[config.mk]
export PLATFORM = sky130hd
export DESIGN_NAME = dphy_rx_bringup
export DESIGN_NICKNAME = d
export VERILOG_FILES = /design/src/rtl/dphy_bringup_pkg.sv /design/src/rtl/dphy_band_lookup.sv /design/src/rtl/dphy_test_writer.sv /design/src/rtl/dphy_bringup_ctrl.sv /design/src/rtl/dphy_rx_bringup.sv
export SDC_FILE = /design/constraint.sdc
export NUM_CORES = 1
export LEC_CHECK = 0
export CAP_MARGIN = 5
export CELL_PAD_IN_SITES_DETAIL_PLACEMENT = 1
export CELL_PAD_IN_SITES_GLOBAL_PLACEMENT = 1
export CORE_MARGIN = 5
export CORE_UTILIZATION = 45
export CTS_CLUSTER_SIZE = 8
export DETAILED_ROUTE_END_ITERATION = 6
export GPL_TIMING_DRIVEN = 0
export PLACE_DENSITY = 0.88
export SYNTH_ARGS = -nofsm -noshare
export SYNTH_HDL_FRONTEND = slang
export SYNTH_SLANG_ARGS = --single-unit
[constraint.sdc]
create_clock -name clk -period 3.7 [get_ports clk]
set_input_delay 0.37 -clock clk [delete_from_list [all_inputs] [get_ports clk]]
set_output_delay 0.37 -clock clk [all_outputs]
set_load 0.03 [all_outputs]
[src/rtl/dphy_bringup_pkg.sv]
package dphy_bringup_pkg;

  // Rate-band table, ascending upper bounds in Mbps.
  localparam int NUM_BANDS = 39;

  localparam int unsigned BAND_TOP [NUM_BANDS] = '{
      89,   99,  109,  129,  139,  149,  169,  179,  199,  219,
     239,  249,  269,  299,  329,  359,  399,  449,  499,  549,
     599,  649,  699,  749,  799,  849,  899,  949,  999, 1049,
    1099, 1149, 1199, 1249, 1299, 1349, 1399, 1449, 1500
  };

  localparam logic [5:0] BAND_SEL [NUM_BANDS] = '{
    6'h00, 6'h10, 6'h20, 6'h01, 6'h11, 6'h21, 6'h02, 6'h12, 6'h22, 6'h03,
    6'h13, 6'h23, 6'h04, 6'h14, 6'h05, 6'h15, 6'h25, 6'h06, 6'h16, 6'h07,
    6'h17, 6'h08, 6'h18, 6'h09, 6'h19, 6'h29, 6'h39, 6'h0a, 6'h1a, 6'h2a,
    6'h3a, 6'h0b, 6'h1b, 6'h2b, 6'h3b, 6'h0c, 6'h1c, 6'h2c, 6'h3c
  };

  localparam int NUM_WRITES = 7;
  localparam int TDW        = 8;
  localparam int NLANE      = 4;

  typedef enum logic [2:0] {
    S_IDLE,
    S_SETUP,
    S_CLR_HI,
    S_CLR_LO,
    S_WRITE
  } seq_state_e;

  // Test-port write phases, in protocol order.
  typedef enum logic [2:0] {
    PH_IDLE,
    PH_CLK_UP,
    PH_CODE,
    PH_EN_UP,
    PH_CLK_DN,
    PH_EN_DN,
    PH_DATA,
    PH_CLK_UP2
  } wr_phase_e;

  function automatic logic [TDW-1:0] seq_code(input logic [2:0] idx);
    case (idx)
      3'd0:    seq_code = 8'h34;
      3'd1:    seq_code = 8'h44;
      3'd2:    seq_code = 8'h54;
      3'd3:    seq_code = 8'h84;
      3'd4:    seq_code = 8'h94;
      3'd5:    seq_code = 8'h75;
      default: seq_code = 8'h00;
    endcase
  endfunction

  function automatic logic [TDW-1:0] seq_data(input logic [2:0] idx,
                                              input logic [5:0] band);
    case (idx)
      3'd1:    seq_data = {1'b0, band, 1'b0};
      3'd5:    seq_data = 8'h04;
      default: seq_data = 8'h00;
    endcase
  endfunction

  function automatic logic [NLANE-1:0] lane_mask(input logic [2:0] n);
    case (n)
      3'd0, 3'd1: lane_mask = 4'b0001;
      3'd2:       lane_mask = 4'b0011;
      3'd3:       lane_mask = 4'b0111;
      default:    lane_mask = 4'b1111;
    endcase
  endfunction

endpackage

[src/rtl/dphy_band_lookup.sv]
module dphy_band_lookup
  import dphy_bringup_pkg::*;
#(
  parameter int RATE_W = 11
) (
  input  logic [RATE_W-1:0] rate_i,
  output logic [5:0]        band_o,
  output logic              oor_o
);

  logic [NUM_BANDS-1:0] hit;

  // One comparator per table entry.
  for (genvar g = 0; g < NUM_BANDS; g++) begin : g_cmp
    assign hit[g] = (32'(rate_i) <= BAND_TOP[g]);
  end

  // Lowest matching entry wins.
  always_comb begin
    band_o = '0;
    oor_o  = 1'b1;
    for (int i = NUM_BANDS - 1; i >= 0; i--) begin
      if (hit[i]) begin
        band_o = BAND_SEL[i];
        oor_o  = 1'b0;
      end
    end
  end

endmodule

[src/rtl/dphy_test_writer.sv]
module dphy_test_writer
  import dphy_bringup_pkg::*;
#(
  parameter int STEP_CYC = 4
) (
  input  logic           clk,
  input  logic           rst_n,
  input  logic           park_hi_i,
  input  logic           valid_i,
  output logic           ready_o,
  input  logic [TDW-1:0] code_i,
  input  logic [TDW-1:0] data_i,
  output logic           tst_clk_o,
  output logic           tst_en_o,
  output logic [TDW-1:0] tst_din_o
);

  localparam int SW = (STEP_CYC > 1) ? $clog2(STEP_CYC) : 1;

  wr_phase_e      phase;
  logic [SW-1:0]  hold;
  logic [TDW-1:0] code_q, data_q, din_q;
  logic           park_q;
  wr_phase_e      phase_nx;

  assign ready_o = (phase == PH_IDLE);

  always_comb begin
    if (phase == PH_CLK_UP2) phase_nx = PH_IDLE;
    else                     phase_nx = wr_phase_e'(phase + 3'd1);
  end

  always_ff @(posedge clk or negedge rst_n) begin
    if (!rst_n) begin
      phase  <= PH_IDLE;
      hold   <= '0;
      code_q <= '0;
      data_q <= '0;
      din_q  <= '0;
      park_q <= 1'b0;
    end else begin
      if (park_hi_i) park_q <= 1'b1;
      if (phase == PH_IDLE) begin
        if (valid_i) begin
          code_q <= code_i;
          data_q <= data_i;
          hold   <= '0;
          phase  <= PH_CLK_UP;
        end
      end else if (hold == SW'(STEP_CYC - 1)) begin
        hold  <= '0;
        phase <= phase_nx;
        if (phase_nx == PH_CODE) din_q <= code_q;
        if (phase_nx == PH_DATA) din_q <= data_q;
      end else begin
        hold <= hold + 1'b1;
      end
    end
  end

  always_comb begin
    unique case (phase)
      PH_IDLE:                                  tst_clk_o = park_q;
      PH_CLK_UP, PH_CODE, PH_EN_UP, PH_CLK_UP2: tst_clk_o = 1'b1;
      default:                                  tst_clk_o = 1'b0;
    endcase
  end

  assign tst_en_o  = (phase == PH_EN_UP) || (phase == PH_CLK_DN);
  assign tst_din_o = din_q;


  fall_with_en_chk: assert property (@(posedge clk) disable iff (!rst_n)
    $fell(tst_clk_o) |-> tst_en_o);

  rise_without_en_chk: assert property (@(posedge clk) disable iff (!rst_n)
    $rose(tst_clk_o) |-> !tst_en_o);

  din_steady_chk: assert property (@(posedge clk) disable iff (!rst_n)
    (tst_en_o && $past(tst_en_o)) |-> $stable(tst_din_o));

endmodule

[src/rtl/dphy_bringup_ctrl.sv]
module dphy_bringup_ctrl
  import dphy_bringup_pkg::*;
#(
  parameter int RATE_W       = 11,
  parameter int CLR_HOLD_CYC = 5000,
  parameter int SETTLE_CYC   = 5000
) (
  input  logic              clk,
  input  logic              rst_n,
  input  logic              start_i,
  input  logic [2:0]        lanes_i,
  input  logic [RATE_W-1:0] rate_i,
  input  logic [5:0]        band_i,
  output logic [RATE_W-1:0] rate_q_o,
  output logic [NLANE-1:0]  lane_en_o,
  output logic [NLANE-1:0]  turn_dis_o,
  output logic              clr_o,
  output logic              park_hi_o,
  output logic              wr_valid_o,
  output logic [TDW-1:0]    wr_code_o,
  output logic [TDW-1:0]    wr_data_o,
  input  logic              wr_ready_i,
  output logic              busy_o,
  output logic              done_o
);

  localparam int WMAX = (CLR_HOLD_CYC > SETTLE_CYC) ? CLR_HOLD_CYC : SETTLE_CYC;
  localparam int CW   = $clog2(WMAX + 1);

  seq_state_e        state;
  logic [CW-1:0]     cnt;
  logic [2:0]        idx;
  logic [2:0]        lanes_q;
  logic [RATE_W-1:0] rate_q;
  logic [NLANE-1:0]  lane_en_q, turn_dis_q;
  logic              done_q;
  logic              last_wr;

  assign last_wr = (idx == 3'(NUM_WRITES));

  always_ff @(posedge clk or negedge rst_n) begin
    if (!rst_n) begin
      state      <= S_IDLE;
      cnt        <= '0;
      idx        <= '0;
      lanes_q    <= '0;
      rate_q     <= '0;
      lane_en_q  <= '0;
      turn_dis_q <= '0;
      done_q     <= 1'b0;
    end else begin
      done_q <= 1'b0;
      unique case (state)
        S_IDLE: begin
          if (start_i) begin
            lanes_q <= lanes_i;
            rate_q  <= rate_i;
            state   <= S_SETUP;
          end
        end
        S_SETUP: begin
          lane_en_q  <= lane_mask(lanes_q);
          turn_dis_q <= '1;
          cnt        <= '0;
          state      <= S_CLR_HI;
        end
        S_CLR_HI: begin
          if (cnt == CW'(CLR_HOLD_CYC - 1)) begin
            cnt   <= '0;
            state <= S_CLR_LO;
          end else begin
            cnt <= cnt + 1'b1;
          end
        end
        S_CLR_LO: begin
          if (cnt == CW'(SETTLE_CYC - 1)) begin
            cnt   <= '0;
            idx   <= '0;
            state <= S_WRITE;
          end else begin
            cnt <= cnt + 1'b1;
          end
        end
        S_WRITE: begin
          if (last_wr) begin
            if (wr_ready_i) begin
              state  <= S_IDLE;
              done_q <= 1'b1;
            end
          end else if (wr_ready_i) begin
            idx <= idx + 1'b1;
          end
        end
        default: state <= S_IDLE;
      endcase
    end
  end

  assign park_hi_o  = (state == S_IDLE) && start_i;
  assign clr_o      = (state == S_CLR_HI);
  assign wr_valid_o = (state == S_WRITE) && !last_wr;
  assign wr_code_o  = seq_code(idx);
  assign wr_data_o  = seq_data(idx, band_i);
  assign busy_o     = (state != S_IDLE);
  assign done_o     = done_q;
  assign rate_q_o   = rate_q;
  assign lane_en_o  = lane_en_q;
  assign turn_dis_o = turn_dis_q;

  // Length of the current clear pulse, for the bound check.
  logic [CW:0] clr_run;
  always_ff @(posedge clk or negedge rst_n) begin
    if (!rst_n)     clr_run <= '0;
    else if (clr_o) clr_run <= clr_run + 1'b1;
    else            clr_run <= '0;
  end


  clr_len_chk: assert property (@(posedge clk) disable iff (!rst_n)
    clr_o |-> (32'(clr_run) < CLR_HOLD_CYC));

  busy_start_ignored_chk: assert property (@(posedge clk) disable iff (!rst_n)
    (busy_o && start_i) |=> ($stable(lanes_q) && $stable(rate_q)));

  done_pulse_chk: assert property (@(posedge clk) disable iff (!rst_n)
    done_o |-> (!busy_o ##1 !done_o));

  lane_mask_chk: assert property (@(posedge clk) disable iff (!rst_n)
    (busy_o && state != S_SETUP) |->
      (lane_en_o == 4'h1 || lane_en_o == 4'h3 || lane_en_o == 4'h7 || lane_en_o == 4'hF));

endmodule

[src/rtl/dphy_rx_bringup.sv]
module dphy_rx_bringup
  import dphy_bringup_pkg::*;
#(
  parameter int RATE_W       = 11,
  parameter int CLR_HOLD_CYC = 5000,
  parameter int SETTLE_CYC   = 5000,
  parameter int STEP_CYC     = 4
) (
  input  logic              clk,
  input  logic              rst_n,
  input  logic              start_i,
  input  logic [2:0]        lanes_i,
  input  logic [RATE_W-1:0] rate_i,
  output logic [3:0]        lane_en_o,
  output logic [3:0]        force_rx_o,
  output logic [3:0]        force_stop_o,
  output logic [3:0]        turn_req_o,
  output logic [3:0]        turn_dis_o,
  output logic              tst_clk_o,
  output logic              tst_clr_o,
  output logic              tst_en_o,
  output logic [7:0]        tst_din_o,
  output logic [5:0]        band_o,
  output logic              out_of_range_o,
  output logic              busy_o,
  output logic              done_o
);

  logic [RATE_W-1:0] rate_q;
  logic [5:0]        band;
  logic              oor;
  logic              park_hi, wr_valid, wr_ready;
  logic [TDW-1:0]    wr_code, wr_data;

  dphy_band_lookup #(.RATE_W(RATE_W)) u_band (
    .rate_i (rate_q),
    .band_o (band),
    .oor_o  (oor)
  );

  dphy_bringup_ctrl #(
    .RATE_W       (RATE_W),
    .CLR_HOLD_CYC (CLR_HOLD_CYC),
    .SETTLE_CYC   (SETTLE_CYC)
  ) u_ctrl (
    .clk        (clk),
    .rst_n      (rst_n),
    .start_i    (start_i),
    .lanes_i    (lanes_i),
    .rate_i     (rate_i),
    .band_i     (band),
    .rate_q_o   (rate_q),
    .lane_en_o  (lane_en_o),
    .turn_dis_o (turn_dis_o),
    .clr_o      (tst_clr_o),
    .park_hi_o  (park_hi),
    .wr_valid_o (wr_valid),
    .wr_code_o  (wr_code),
    .wr_data_o  (wr_data),
    .wr_ready_i (wr_ready),
    .busy_o     (busy_o),
    .done_o     (done_o)
  );

  dphy_test_writer #(.STEP_CYC(STEP_CYC)) u_wr (
    .clk       (clk),
    .rst_n     (rst_n),
    .park_hi_i (park_hi),
    .valid_i   (wr_valid),
    .ready_o   (wr_ready),
    .code_i    (wr_code),
    .data_i    (wr_data),
    .tst_clk_o (tst_clk_o),
    .tst_en_o  (tst_en_o),
    .tst_din_o (tst_din_o)
  );

  assign band_o         = band;
  assign out_of_range_o = oor;
  assign force_rx_o     = '0;
  assign force_stop_o   = '0;
  assign turn_req_o     = '0;


  clk_before_clr_chk: assert property (@(posedge clk) disable iff (!rst_n)
    $rose(tst_clr_o) |-> $past(tst_clk_o));

  oor_band_zero_chk: assert property (@(posedge clk) disable iff (!rst_n)
    out_of_range_o |-> (band_o == 6'd0));

endmodule

Word-level counts from Yosys, hierarchy flattened
Cells that the tools add are included.

Muxes and demuxes: 106. Add/sub/neg operators: 4. Reduce and logical (&&, ||, !) cells: 22. Eq/ne operators: 29. $lt $le $gt $ge: 39. Bitwise logic cells: 1.

Operators with widths (count): $mux W6 (39); $le A11 B10 Y1 const B (10); $le A11 B11 Y1 const B (10); $le A11 B8 Y1 const B (9); $le A11 B9 Y1 const B (7); $pmux W8 S6 (1); $mux W1 (42); $mux W3 (12); $le A11 B7 Y1 const B (3); $eq A3 B2 Y1 const B (9); $pmux W13 S2 (1); $eq A3 B3 Y1 const B (7); $mux W8 (2); $pmux W3 S5 (1); $pmux W7 S2 (1); $add A13 B1 Y13 const B (1); $eq A13 B13 Y1 const B (1); $mux W13 (1); $eq A3 B1 Y1 const B (4); $logic_not A3 Y1 (4); $pmux W4 S3 (1); $ne A2 B1 Y1 const B (5); $reduce_bool A2 Y1 (4); $add A3 B1 Y3 const B (2); other kinds (17) (24).

Flip-flop bits (word level): 69. Output and inout bits: 40. Word-level logic and storage cells: 215.

Longest topological paths before layout
Word-level depth: 41. Mapped depth: 10. Depth with buffers taken out: 9.

By module
Synthesis repeated with hierarchy kept, for this count alone.

Cell total of the unflattened synthesis: 517. Area total of the unflattened synthesis: 4829.6 um^2.

By module, submodules not included: dphy_bringup_ctrl (cells an instance 192, seq. area each 950.9 um^2, area each 2070.7 um^2, times used 1); dphy_test_writer (cells an instance 100, seq. area each 750.7 um^2, area each 1437.6 um^2, times used 1); dphy_band_lookup (cells an instance 212, seq. area each 0.0 um^2, area each 1227.4 um^2, times used 1); dphy_rx_bringup (cells an instance 13, seq. area each 0.0 um^2, area each 93.8 um^2, times used 1).

Least setup slack after synthesis
No wires, ideal clock.

Path type: register to output. From: register u_ctrl.rate_q[4], in the netlist u_ctrl.rate_q_o[4]. To: output port band_o[4]. Buffers on the path: 3. Cell stages (with the launch flop): 11. Arrival: 2.492 ns. Slack: 0.838 ns. Required time: 3.330 ns. Cell sequence: dfrtp_1 > buf_4 > clkbuf_1 > buf_2 > nor2_1 > a221o_1 > nand3_1 > o211ai_1 > a22oi_1 > a2111oi_0 > a311oi_1.

Word-level cells in the longest chain between the ends: 40.

RTL lines: start, declared (line dphy_bringup_ctrl.sv:34) `logic [RATE_W-1:0] rate_q;`; start signal, assigned (line dphy_bringup_ctrl.sv:57) `rate_q <= rate_i;`; $le A11 B11 Y1 (line dphy_band_lookup.sv:15) `assign hit[g] = (32'(rate_i) <= BAND_TOP[g]);`; $mux W6 (38 in a row) (line dphy_band_lookup.sv:23) `if (hit[i]) begin`; $mux W6 * (line dphy_band_lookup.sv:23); end, declared (line dphy_rx_bringup.sv:23) `output logic [5:0] band_o,`.

Every way passes the cells marked *; elsewhere a longest branch is shown, timed or not.

Final worst setup path
From: register u_ctrl.rate_q[6], in the netlist u_ctrl.rate_q_o[6]. To: output port band_o[4].

Same word-level chain as after synthesis.

==> metrics <==
worst path bufs/invs 3; register area share after synthesis a little under two fifths; residual DRC count 0; # diodes 0; initial antenna violation count 0; flop and latch count out of synthesis 64; Cells after Synth between 500 and 600; post-synthesis cell type count 74; drt wl/cell around 21 um; Multi-input gate area around 2500 sq um; vias between 4000 and 5000; min Tclk post-route between 3000 and 4000 ps; post-DP HPWL 11070 um; clk_skew approximately 19 ps; vias in the first global route between 4000 and 5000; static leakage approximately 0.0022 uW; crit path capture type output pin; Post-synth ARST share 100.0%; Seq pwr share between 20% and 30%; NetSw 1488 uW; CTS Root Cell clkbuf_8; vias per cell 6.134; first-pass GRT wire length roughly 24000 um; pre-CTS WS -148.5 ps; Seq. cell area between 1500 and 2000 sq um; GP Congestion between 0.9 and 1; number of enable flip-flop cells after synthesis 0; final cycle utilization of the critical path ~100%; Filler Cell Count about 1200; setup TNS 0 ps; # setup viols final 0; Slew Viols, Final 0; remaining global-route overflow 0; Peak VDD IR between 0.0002 and 0.0003 V; critical path class register to output pin; initial core utilization a little under half; Syn Area/Cell ~8.4 sq um; switch share 46.02%; All-Layer GR Usage a little over a quarter; Max Clock Freq about 0.28 GHz; CP max stage cell clkbuf_1; Worst Path Max Fanout 10; nets@finish between 600 and 700; Comb pwr share between 50% and 60%; RSZ-0062 raised after global routing no; delay-heaviest family, CP compound AO/OA/AOI/OAI gates; critical path's largest stage delay around 470 ps; ANT nets after route 0; CTS Sinks between 60 and 70; worst skew pair latency between 300 and 400 ps; Slew HR approximately 33%; Int Pwr ~1700 uW; Post-Syn Area approximately 4400 sq um; Top FF cell, synth dfrtp_1; Ports 57; Hold Vio Cnt, Final 0; detailed router's first-iteration violation count 350; CP arrival 3260 ps; Die W 108.3 um; share of cells above drive strength 1 between 15 and 20%; FP Rows 35; Placeable Area slightly above 9000 sq um; Clk pwr share between 20 and 25%; FF-to-FF Start u_ctrl.rate_q_o[9]$_DFFE_PN0P_; Num CTS Buffers 9; outcome finished clean; Reg clk slew, reported paths around 80 ps; Worst Hold Class input pin to async pin; CTS Buffer Depth 2; input/output buffers 44; H-tree levels 3; area delta synth->final 21.48%; CP Launch Type register; largest net degree at the start of global routing 65; Setup crit start u_ctrl.rate_q_o[6]$_DFFE_PN0P_; DRT Pass-1 Iters 5; worst-margin pin slew between 900 and 1000 ps; die extent in y between 100 and 150 um; worst-path cell chain inv_1, clkbuf_1, o21ai_0, a32oi_1, o211ai_1, a22oi_1, a2111oi_2, a311oi_2, dlygate4sd2_1; DIE AREA ~12000 sq um; WP data required between 3000 and 4000 ps; power per cell area 611.5 nW/um^2; post-route setup slack roughly 70 ps; drt total wl roughly 15000 um; Ys Warns 0; CTS tree built; MaxCap Viol Count 0
[synth_stat cells, types with 11 or more instances]
| library cell | n | area, sq um |
|---|---|---|
| and3_1 | 11 | 68.82 |
| mux2_2 | 11 | 123.9 |
| buf_2 | 13 | 65.06 |
| dfrtp_1 | 64 | 1602 |
| ha_1 | 13 | 162.7 |
| a21oi_1 | 23 | 115.1 |
| nand2b_1 | 11 | 68.82 |
| nand2_1 | 52 | 195.2 |
| a22o_1 | 12 | 105.1 |
| o21ai_0 | 56 | 280.3 |
| nor3_1 | 15 | 75.07 |
| clkbuf_1 | 17 | 63.81 |
| inv_1 | 15 | 56.30 |
| buf_4 | 18 | 135.1 |
| nor2_1 | 51 | 191.4 |
[layout by cell type (no fill, tap or decap), types with 4 or more instances in the layout]
| cell type | count |
|---|---|
| clkbuf_2 | 9 |
| nor2_1 | 50 |
| a21oi_1 | 23 |
| o21ai_0 | 55 |
| clkdlybuf4s50_1 | 40 |
| dfrtp_1 | 64 |
| o311ai_0 | 4 |
| nor3_1 | 15 |
| mux2i_1 | 5 |
| nand2b_1 | 11 |
| nor2b_1 | 10 |
| a31oi_1 | 9 |
| ha_1 | 13 |
| and3_1 | 11 |
| o21ai_1 | 11 |
| mux2_2 | 11 |
| conb_1 | 12 |
| inv_1 | 15 |
| clkbuf_8 | 9 |
| buf_4 | 19 |
| a22o_1 | 12 |
| nand2_1 | 52 |
| or2_2 | 7 |
| nor4_1 | 4 |
| buf_2 | 12 |
| clkbuf_1 | 9 |
| nand3_1 | 7 |
[metrics by stage]
stage	area, sq um	utilization [%]	total power, uW	hold WS [ps]	cells
detailed placement	4992	53.52	2441	471.9	700
floorplan	4393	-	1896	74.41	527
global route	5286	56.67	3389	191.9	716
CTS	5236	56.14	3159	146.5	716
global placement	4995	53.55	2402	460.1	700
finish	5286	56.67	3233	105.5	716
[what timing repair did]
| item | in CTS | in global routing |
|---|---|---|
| pin swaps | 0 | 1 |
| buffers inserted | 0 | 0 |
| hold endpoints to repair | 0 | 0 |
| gates resized for setup | 12 | 14 |
| endpoints found under the setup margin | 3 | 1 |
| hold buffers | 0 | 0 |
[metal layers]
| metal | up-vias | share of wire [%] | GRT usage [%] |
|---|---|---|---|
| li1 | 1985 | - | - |
| met1 | 2182 | 42 | 32.40 |
| met2 | 185 | 50 | 46.58 |
| met3 | 40 | 5.6 | 5.612 |
| met4 | 0 | 2.7 | 9.017 |
| met5 | - | 0 | 0 |
[final timing paths]
kind / end / cells after the start / slack (ps)
setup / recovery: band_o[4] / 9 / 70
hold / removal: u_ctrl.lane_en_o[0]$_DFFE_PN0P_ / 1 / 110
setup reg to reg: u_wr.data_q[6]$_DFFE_PN0P_ / 8 / 1000
hold reg to reg: u_wr.park_q$_DFFE_PN0P_ / 1 / 490
max in group asynchronous: u_ctrl.rate_q_o[7]$_DFFE_PN0P_ / 1 / 3030
min in group clk: u_wr.park_q$_DFFE_PN0P_ / 1 / 490
[logic make-up (layout without fill, tap and decap cells)]
group,Yosys count,count (layout),share of synthesized area [%]
mux,16,16,3.997
simple gates,191,191,22.00
flops,64,64,36.80
other cells,1,12,0.08617
fa+ha+maj,13,13,3.738
compound gates,165,165,25.53
buf+inv,64,124,7.447
xor+xnor,2,2,0.4026
[flip-flops by register name, indices dropped and copies added, names as in the netlist]
signal            flops
u_ctrl.cnt           13
u_ctrl.rate_q_o      11
u_wr.tst_din_o        8
u_wr.code_q           6
u_wr.data_q           6
u_ctrl.lane_en_o      4
u_ctrl.idx            3
u_ctrl.lanes_q        3
u_ctrl.state          3
u_wr.phase            3
u_wr.hold             2
u_ctrl.done_o         1
u_wr.park_q           1
[layout make-up]
class,instances,share of cell area (%)
Buffer,49,5.325
Clock buffer,9,2.343
Clock inverter,7,1.941
Inverter,15,1.065
Multi-Input combinational cell,399,47.76
Sequential cell,64,30.30
Tap cell,129,3.053
Timing Repair Buffer,44,8.213
[power groups by stage]
stage	clock, uW	sequential (uW)	combinational, uW
final	713	885	1630
after global routing	756	896	1740
after CTS	723	882	1550
after detailed placement	0	896	1550
after global placement	0	887	1510
after floorplan	0	891	1010
Note: power is estimated with default switching activity, not from simulation.
